[src/rtl/simd_addsub_pkg.sv]
package simd_addsub_pkg;

    typedef enum logic [1:0] {
        OPK_ADD = 2'd0,
        OPK_SUB = 2'd1,
        OPK_AVG = 2'd2
    } op_kind_e;

    typedef enum logic [1:0] {
        POL_WRAP = 2'd0,
        POL_SCLAMP = 2'd1,
        POL_UCLAMP = 2'd2
    } clamp_pol_e;

    typedef enum logic [1:0] {
        LANE_8 = 2'd0,
        LANE_16 = 2'd1,
        LANE_32 = 2'd2,
        LANE_64 = 2'd3
    } lane_sel_e;

    typedef struct packed {
        logic       legal;
        op_kind_e   kind;
        clamp_pol_e pol;
        lane_sel_e  width;
    } op_ctl_t;

endpackage

[src/rtl/simd_op_decoder.sv]
module simd_op_decoder
    import simd_addsub_pkg::*;
#(
    parameter int FMT_W  = 5,
    parameter int FUNC_W = 6
) (
    input  logic [FMT_W-1:0]  fmt_code,
    input  logic [FUNC_W-1:0] func_code,
    output op_ctl_t           ctl
);

    localparam logic [FUNC_W-1:0] FN_ADD = FUNC_W'(0);
    localparam logic [FUNC_W-1:0] FN_SUB = FUNC_W'(1);

    always_comb begin
        ctl = '{legal: 1'b0, kind: OPK_ADD, pol: POL_WRAP, width: LANE_8};
        if (func_code == FN_ADD || func_code == FN_SUB) begin
            ctl.kind  = (func_code == FN_SUB) ? OPK_SUB : OPK_ADD;
            ctl.legal = 1'b1;
            case (fmt_code)
                5'b11000: begin ctl.pol = POL_SCLAMP; ctl.width = LANE_16; end
                5'b11001: begin ctl.pol = POL_UCLAMP; ctl.width = LANE_16; end
                5'b11010: begin ctl.pol = POL_WRAP;   ctl.width = LANE_16; end
                5'b11011: begin ctl.pol = POL_WRAP;   ctl.width = LANE_32; end
                5'b11100: begin ctl.pol = POL_SCLAMP; ctl.width = LANE_8;  end
                5'b11101: begin ctl.pol = POL_UCLAMP; ctl.width = LANE_8;  end
                5'b11110: begin ctl.pol = POL_WRAP;   ctl.width = LANE_8;  end
                5'b11111: begin ctl.pol = POL_WRAP;   ctl.width = LANE_64; end
                5'b10011: begin
                    ctl.kind  = OPK_AVG;
                    ctl.width = LANE_8;
                    ctl.legal = (func_code == FN_ADD);
                end
                5'b10010: begin
                    ctl.kind  = OPK_AVG;
                    ctl.width = LANE_16;
                    ctl.legal = (func_code == FN_ADD);
                end
                default: ctl.legal = 1'b0;
            endcase
        end
    end

endmodule

[src/rtl/simd_lane_alu.sv]
module simd_lane_alu
    import simd_addsub_pkg::*;
#(
    parameter int LW = 8
) (
    input  op_kind_e      kind,
    input  clamp_pol_e    pol,
    input  logic [LW-1:0] a,
    input  logic [LW-1:0] b,
    output logic [LW-1:0] y
);

    localparam logic [LW-1:0] SMAX = {1'b0, {(LW-1){1'b1}}};
    localparam logic [LW-1:0] SMIN = {1'b1, {(LW-1){1'b0}}};
    localparam logic [LW-1:0] UMAX = {LW{1'b1}};
    localparam logic [LW:0]   ONE  = {{LW{1'b0}}, 1'b1};

    logic [LW:0]   u_sum;
    logic [LW:0]   u_dif;
    logic [LW:0]   s_res;
    logic          s_ovf;
    logic [LW-1:0] wrap_v;

    always_comb begin
        u_sum  = {1'b0, a} + {1'b0, b};
        u_dif  = {1'b0, a} - {1'b0, b};
        s_res  = (kind == OPK_SUB) ? ({a[LW-1], a} - {b[LW-1], b})
                                   : ({a[LW-1], a} + {b[LW-1], b});
        s_ovf  = s_res[LW] ^ s_res[LW-1];
        wrap_v = (kind == OPK_SUB) ? u_dif[LW-1:0] : u_sum[LW-1:0];
        if (kind == OPK_AVG) begin
            y = LW'((u_sum + ONE) >> 1);
        end else begin
            case (pol)
                POL_SCLAMP: y = s_ovf ? (s_res[LW] ? SMIN : SMAX) : s_res[LW-1:0];
                POL_UCLAMP: begin
                    if (kind == OPK_SUB) y = u_dif[LW] ? '0 : wrap_v;
                    else                 y = u_sum[LW] ? UMAX : wrap_v;
                end
                default:    y = wrap_v;
            endcase
        end
    end

endmodule

[src/rtl/simd_addsub_unit.sv]
module simd_addsub_unit
    import simd_addsub_pkg::*;
#(
    parameter int DATA_W = 64,
    parameter int FMT_W  = 5,
    parameter int FUNC_W = 6
) (
    input  logic              clk,
    input  logic              rst_n,
    input  logic              op_valid,
    input  logic [FMT_W-1:0]  fmt_code,
    input  logic [FUNC_W-1:0] func_code,
    input  logic [DATA_W-1:0] fs,
    input  logic [DATA_W-1:0] ft,
    output logic [DATA_W-1:0] fd,
    output logic              illegal
);

    localparam int N8  = DATA_W / 8;
    localparam int N16 = DATA_W / 16;
    localparam int N32 = DATA_W / 32;

    typedef struct packed {
        logic [DATA_W-1:0] res;
        logic              bad;
    } unit_state_t;

    op_ctl_t           ctl;
    logic [DATA_W-1:0] y8;
    logic [DATA_W-1:0] y16;
    logic [DATA_W-1:0] y32;
    logic [DATA_W-1:0] y64;
    unit_state_t       st_d;
    unit_state_t       st_q;

    simd_op_decoder #(.FMT_W(FMT_W), .FUNC_W(FUNC_W)) u_dec (
        .fmt_code (fmt_code),
        .func_code(func_code),
        .ctl      (ctl)
    );

    for (genvar g = 0; g < N8; g++) begin : g_l8
        simd_lane_alu #(.LW(8)) u_alu (
            .kind(ctl.kind), .pol(ctl.pol),
            .a(fs[g*8 +: 8]), .b(ft[g*8 +: 8]), .y(y8[g*8 +: 8])
        );
    end
    for (genvar g = 0; g < N16; g++) begin : g_l16
        simd_lane_alu #(.LW(16)) u_alu (
            .kind(ctl.kind), .pol(ctl.pol),
            .a(fs[g*16 +: 16]), .b(ft[g*16 +: 16]), .y(y16[g*16 +: 16])
        );
    end
    for (genvar g = 0; g < N32; g++) begin : g_l32
        simd_lane_alu #(.LW(32)) u_alu (
            .kind(ctl.kind), .pol(ctl.pol),
            .a(fs[g*32 +: 32]), .b(ft[g*32 +: 32]), .y(y32[g*32 +: 32])
        );
    end
    simd_lane_alu #(.LW(DATA_W)) u_alu64 (
        .kind(ctl.kind), .pol(ctl.pol), .a(fs), .b(ft), .y(y64)
    );

    always_comb begin
        st_d     = st_q;
        st_d.bad = 1'b0;
        if (op_valid) begin
            if (!ctl.legal) begin
                st_d.res = '0;
                st_d.bad = 1'b1;
            end else begin
                case (ctl.width)
                    LANE_8:  st_d.res = y8;
                    LANE_16: st_d.res = y16;
                    LANE_32: st_d.res = y32;
                    default: st_d.res = y64;
                endcase
            end
        end
    end

    always_ff @(posedge clk or negedge rst_n) begin
        if (!rst_n) st_q <= '0;
        else        st_q <= st_d;
    end

    assign fd      = st_q.res;
    assign illegal = st_q.bad;

endmodule

[config.mk]
export PLATFORM = sky130hd
export DESIGN_NAME = simd_addsub_unit
export DESIGN_NICKNAME = d
export VERILOG_FILES = /design/src/rtl/simd_addsub_pkg.sv /design/src/rtl/simd_op_decoder.sv /design/src/rtl/simd_lane_alu.sv /design/src/rtl/simd_addsub_unit.sv
export SDC_FILE = /design/constraint.sdc
export NUM_CORES = 2
export LEC_CHECK = 0
export BUFFER_PORTS_ARGS = -buffer_cell sky130_fd_sc_hd__buf_2
export CAP_MARGIN = 20
export CELL_PAD_IN_SITES_DETAIL_PLACEMENT = 0
export CELL_PAD_IN_SITES_GLOBAL_PLACEMENT = 2
export CORE_MARGIN = 2
export CORE_UTILIZATION = 30
export CTS_CLUSTER_SIZE = 16
export DETAILED_ROUTE_END_ITERATION = 8
export HOLD_SLACK_MARGIN = 0.08
export PLACE_DENSITY = 0.79
export SKIP_CTS_REPAIR_TIMING = 1
export SKIP_LAST_GASP = 1
export SYNTH_ARGS = -nofsm -noshare
export SYNTH_HDL_FRONTEND = slang
export SYNTH_SLANG_ARGS = --single-unit
[constraint.sdc]
create_clock -name clk -period 1.15 [get_ports clk]
set_input_delay 0.115 -clock clk [delete_from_list [all_inputs] [get_ports clk]]
set_output_delay 0.115 -clock clk [all_outputs]
set_load 0.05 [all_outputs]
==> impl_metrics.tcl <==
set metrics [dict create \
    p_leak_nw 29.1 \
    final.min_clock_period_ns 5.56 \
    dieWidth_um 361 \
    run_status "finished with violations" \
    synth.area.top_cells "sky130_fd_sc_hd__xnor2_1 (12%), sky130_fd_sc_hd__ha_1 (11%), sky130_fd_sc_hd__a21oi_1 (8.6%)" \
    netlist.top_cell.by_area "sky130_fd_sc_hd__xnor2_1" \
    slew_headroom 0.340 \
    total_wire_length_after_detailed_routing_um 265000 \
    detail_route.drc_violations 4 \
    slew_viol_final 0 \
    cts_buffers 9 \
    grt_util_all_layers 0.382 \
    async_reset_ff_frac 1.00 \
    clk_root_buffer_cell "sky130_fd_sc_hd__clkbuf_16" \
    syn_area_um2 38200 \
    via_count_of_the_first_global_routing_pass 56048 \
    ir_worst_vdd_v 0.000816 \
    area_delta_synth_final_pct 64.5 \
    grt_use_met3 0.154 \
    p_per_area_nw_per_um2 814 \
    worst_pin_slew_ns 0.983 \
    drt_pass1_iterations 9 \
    synthesis.area_per_instance_um2 6.53 \
    grt_max_degree 50 \
    use_met2 0.533 \
    gpl.final_weighted_congestion 1.22 \
    number_of_cells_on_the_critical_path 32 \
    fp-row-count 130 \
    hold_viol_final 0 \
    clkSlewWorstSetupHoldPaths_ns 0.07 \
    route.detailed.vias_per_inst 5.96 \
    final.setup.tns_ns -271.99 \
    clock.fmax_mhz 180 \
    clock_tree.htree_level_count 3 \
    ys_ff_latch 65 \
    critPathRequiredTime_ns 1.40 \
    fin_util 0.499 \
    yosys.area.top_type_share 0.118 \
    synth_enable_flop_cells 0 \
    cp.arrival_ns 5.82 \
    maxCapViolCount 0 \
    synth_seq_area_share 0.0426 \
    grt_antenna_before_repair 7 \
    net_count_reported_at_finish 8935 \
    synthesis.nets 6336 \
    cpPeakStageDelay_ns 0.38 \
    hpwlAfterDp_um 226000 \
    worst-path-buf-inv 8 \
    tritoncts "yes" \
    worstSetupEndpointType "flip-flop" \
    final_layout_size_suffix_gt1_frac 0.383 \
    crit_slowest_cell "sky130_fd_sc_hd__a2111oi_4" \
    die_ar_um2 130000 \
    min_period_over_period 4.84 \
    fin_ws_ns -4.41 \
    grt_most_used_layer "met2" \
    stdcell_area_um2 62800 \
    fp.dieH_um 361 \
    clk_path_buf_depth 2 \
    first_iter_violations 9162 \
    post_dp_cell_area_um2 61100 \
    grt_first_pass_wirelength_um 372000 \
    io_buffers 206 \
    clk-insertion-delay-late_ns 0.37 \
    ys_dominant_reg_cell "sky130_fd_sc_hd__dfrtp_1" \
    worstSetupPathType "input port to flip-flop" \
    total_power_w 0.0511 \
    hold_path.class "input port to asynchronous set/reset pin" \
    critPathMostFrequentCell "sky130_fd_sc_hd__buf_6" \
    worst_path_dominant_cell_family "compound AO/OA/AOI/OAI gates" \
    use_met1 0.494 \
    wire_per_inst_um 26.2 \
    worst-path-max-fanout 8 \
    final-setup-viol-count 76 \
    synthDistinctLibCells 111 \
    preCtsSetupSlack_ns -4.96 \
    numClockSinks 65 \
    initial_core_utilization 0.303 \
    fin_worst_skew_ns 0 \
    via_count 60189 \
    syn_inst 5843 \
    yosys_warnings 0 \
    setup.worst_path.start_class "input port" \
    core_um2 126000 \
    gr-total-overflow 0 \
    violations "DRC, setup timing" \
    timing.reg2reg.worst_path_depth 5 \
    floorplan.io_pins 207 \
    ant_nets 0 \
    unrepaired_setup_endpoints_after_global_routing "true" \
]
==> power breakdown <==
part | internal (W) | switching (W)
Combinational | 0.0201 | 0.0252
Sequential | 0.00231 | 0.0000325
Clock | 0.00219 | 0.00131
Total | 0.0246 | 0.0265
==> layer usage <==
layer / share of wire / up-vias
met4: 0.070 / 8
met3: 0.15 / 1016
li1: - / 26785
met5: 0.00060 / -
met1: 0.39 / 28092
met2: 0.38 / 4288
==> final timing paths <==
kind                                from      to  slack, ns
min in group clk                op_valid   fd[0]       0.16
worst max-delay path               ft[3]  fd[12]      -4.41
worst min register to register     fd[3]   fd[3]       0.50
worst min-delay path               rst_n   fd[6]       0.16
worst max register to register    fd[56]  fd[56]      -0.46
max in group asynchronous          rst_n  fd[58]       0.45
==> metrics by stage <==
step | std cells | hold slack (ns)
4_1_cts | 10057 | -0.385
5_1_grt | 10101 | 0.192
3_5_place_dp | 10041 | 0.0100
6_report | 10105 | 0.159
2_1_floorplan | 5843 | -0.181
3_3_place_gp | 10041 | 0.00638
==> layout by cell type, fill, tap and decap left out, types with 28 or more instances in the layout <==
cell type                     n
sky130_fd_sc_hd__o31ai_1     63
sky130_fd_sc_hd__buf_12      46
sky130_fd_sc_hd__o221ai_1    50
sky130_fd_sc_hd__or2_2       35
sky130_fd_sc_hd__o21ai_1     75
sky130_fd_sc_hd__or4_1       31
sky130_fd_sc_hd__buf_4     2636
sky130_fd_sc_hd__a21o_1     167
sky130_fd_sc_hd__a221oi_1    43
sky130_fd_sc_hd__o211ai_1    91
sky130_fd_sc_hd__nor4_1      59
sky130_fd_sc_hd__nand2_1    498
sky130_fd_sc_hd__nand3_1    116
sky130_fd_sc_hd__and3_1      34
sky130_fd_sc_hd__nand2b_1    47
sky130_fd_sc_hd__nor3_1     132
sky130_fd_sc_hd__nor2_1     542
sky130_fd_sc_hd__o21a_1      67
sky130_fd_sc_hd__inv_1      212
sky130_fd_sc_hd__o21ai_0    498
sky130_fd_sc_hd__a21oi_1    618
sky130_fd_sc_hd__buf_2      144
sky130_fd_sc_hd__a21oi_2     40
sky130_fd_sc_hd__ha_1       322
sky130_fd_sc_hd__nand4_1     71
sky130_fd_sc_hd__xnor2_1    510
sky130_fd_sc_hd__buf_6       71
sky130_fd_sc_hd__o21bai_1    75
sky130_fd_sc_hd__and2_1      49
sky130_fd_sc_hd__or3_1       28
sky130_fd_sc_hd__xor2_1     138
sky130_fd_sc_hd__a211oi_1    53
sky130_fd_sc_hd__a31oi_1     83
sky130_fd_sc_hd__o22ai_1     45
sky130_fd_sc_hd__a21boi_0    37
sky130_fd_sc_hd__dfrtp_1     45
sky130_fd_sc_hd__nor2b_1     52
==> sequential cells by signal, indices dropped and copies added, names as in the netlist <==
register / cells
fd: 64
illegal: 1
==> synth_stat cells (22+ instances only) <==
master,n
sky130_fd_sc_hd__a2111oi_0,23
sky130_fd_sc_hd__a211o_1,22
sky130_fd_sc_hd__a211oi_1,58
sky130_fd_sc_hd__a21boi_0,38
sky130_fd_sc_hd__a21o_1,167
sky130_fd_sc_hd__a21oi_1,654
sky130_fd_sc_hd__a221oi_1,49
sky130_fd_sc_hd__a22oi_1,22
sky130_fd_sc_hd__a31oi_1,85
sky130_fd_sc_hd__and2_1,50
sky130_fd_sc_hd__and3_1,34
sky130_fd_sc_hd__buf_1,49
sky130_fd_sc_hd__buf_2,34
sky130_fd_sc_hd__clkbuf_1,245
sky130_fd_sc_hd__dfrtp_1,65
sky130_fd_sc_hd__fa_1,24
sky130_fd_sc_hd__ha_1,327
sky130_fd_sc_hd__inv_1,215
sky130_fd_sc_hd__mux2i_1,23
sky130_fd_sc_hd__nand2_1,507
sky130_fd_sc_hd__nand2b_1,48
sky130_fd_sc_hd__nand3_1,117
sky130_fd_sc_hd__nand4_1,71
sky130_fd_sc_hd__nor2_1,560
sky130_fd_sc_hd__nor2b_1,52
sky130_fd_sc_hd__nor3_1,141
sky130_fd_sc_hd__nor4_1,64
sky130_fd_sc_hd__o2111ai_1,23
sky130_fd_sc_hd__o211ai_1,91
sky130_fd_sc_hd__o21a_1,68
sky130_fd_sc_hd__o21ai_0,560
sky130_fd_sc_hd__o21ai_1,29
sky130_fd_sc_hd__o21bai_1,75
sky130_fd_sc_hd__o221ai_1,50
sky130_fd_sc_hd__o22ai_1,47
sky130_fd_sc_hd__o31ai_1,69
sky130_fd_sc_hd__or2_2,35
sky130_fd_sc_hd__or3_1,28
sky130_fd_sc_hd__or4_1,32
sky130_fd_sc_hd__xnor2_1,515
sky130_fd_sc_hd__xor2_1,143
==> cell families (layout without fill, tap and decap cells) <==
logic type / Yosys count / count (layout) / share of synthesized area
other: 0 / 8 / 0
flip-flops: 65 / 65 / 0.0426
adder cells (fa/ha/maj): 356 / 356 / 0.121
AND/OR/NAND/NOR: 1811 / 1812 / 0.225
multiplexers: 26 / 26 / 0.00692
buffers and inverters: 570 / 3172 / 0.0576
XOR/XNOR: 659 / 659 / 0.151
AO/OA/AOI/OAI: 2356 / 2357 / 0.395
==> cell type report <==
type | count | area (um2)
clock buffer | 10 | 239
tap | 1650 | 2060
fill | 12615 | 63100
sequential | 65 | 1650
clock inverter | 6 | 115
multi-input combinational | 5210 | 35300
inverter | 238 | 897
timing repair buffer | 2918 | 22500
antenna | 8 | 20.0
Note: power is estimated with default switching activity, not from simulation.
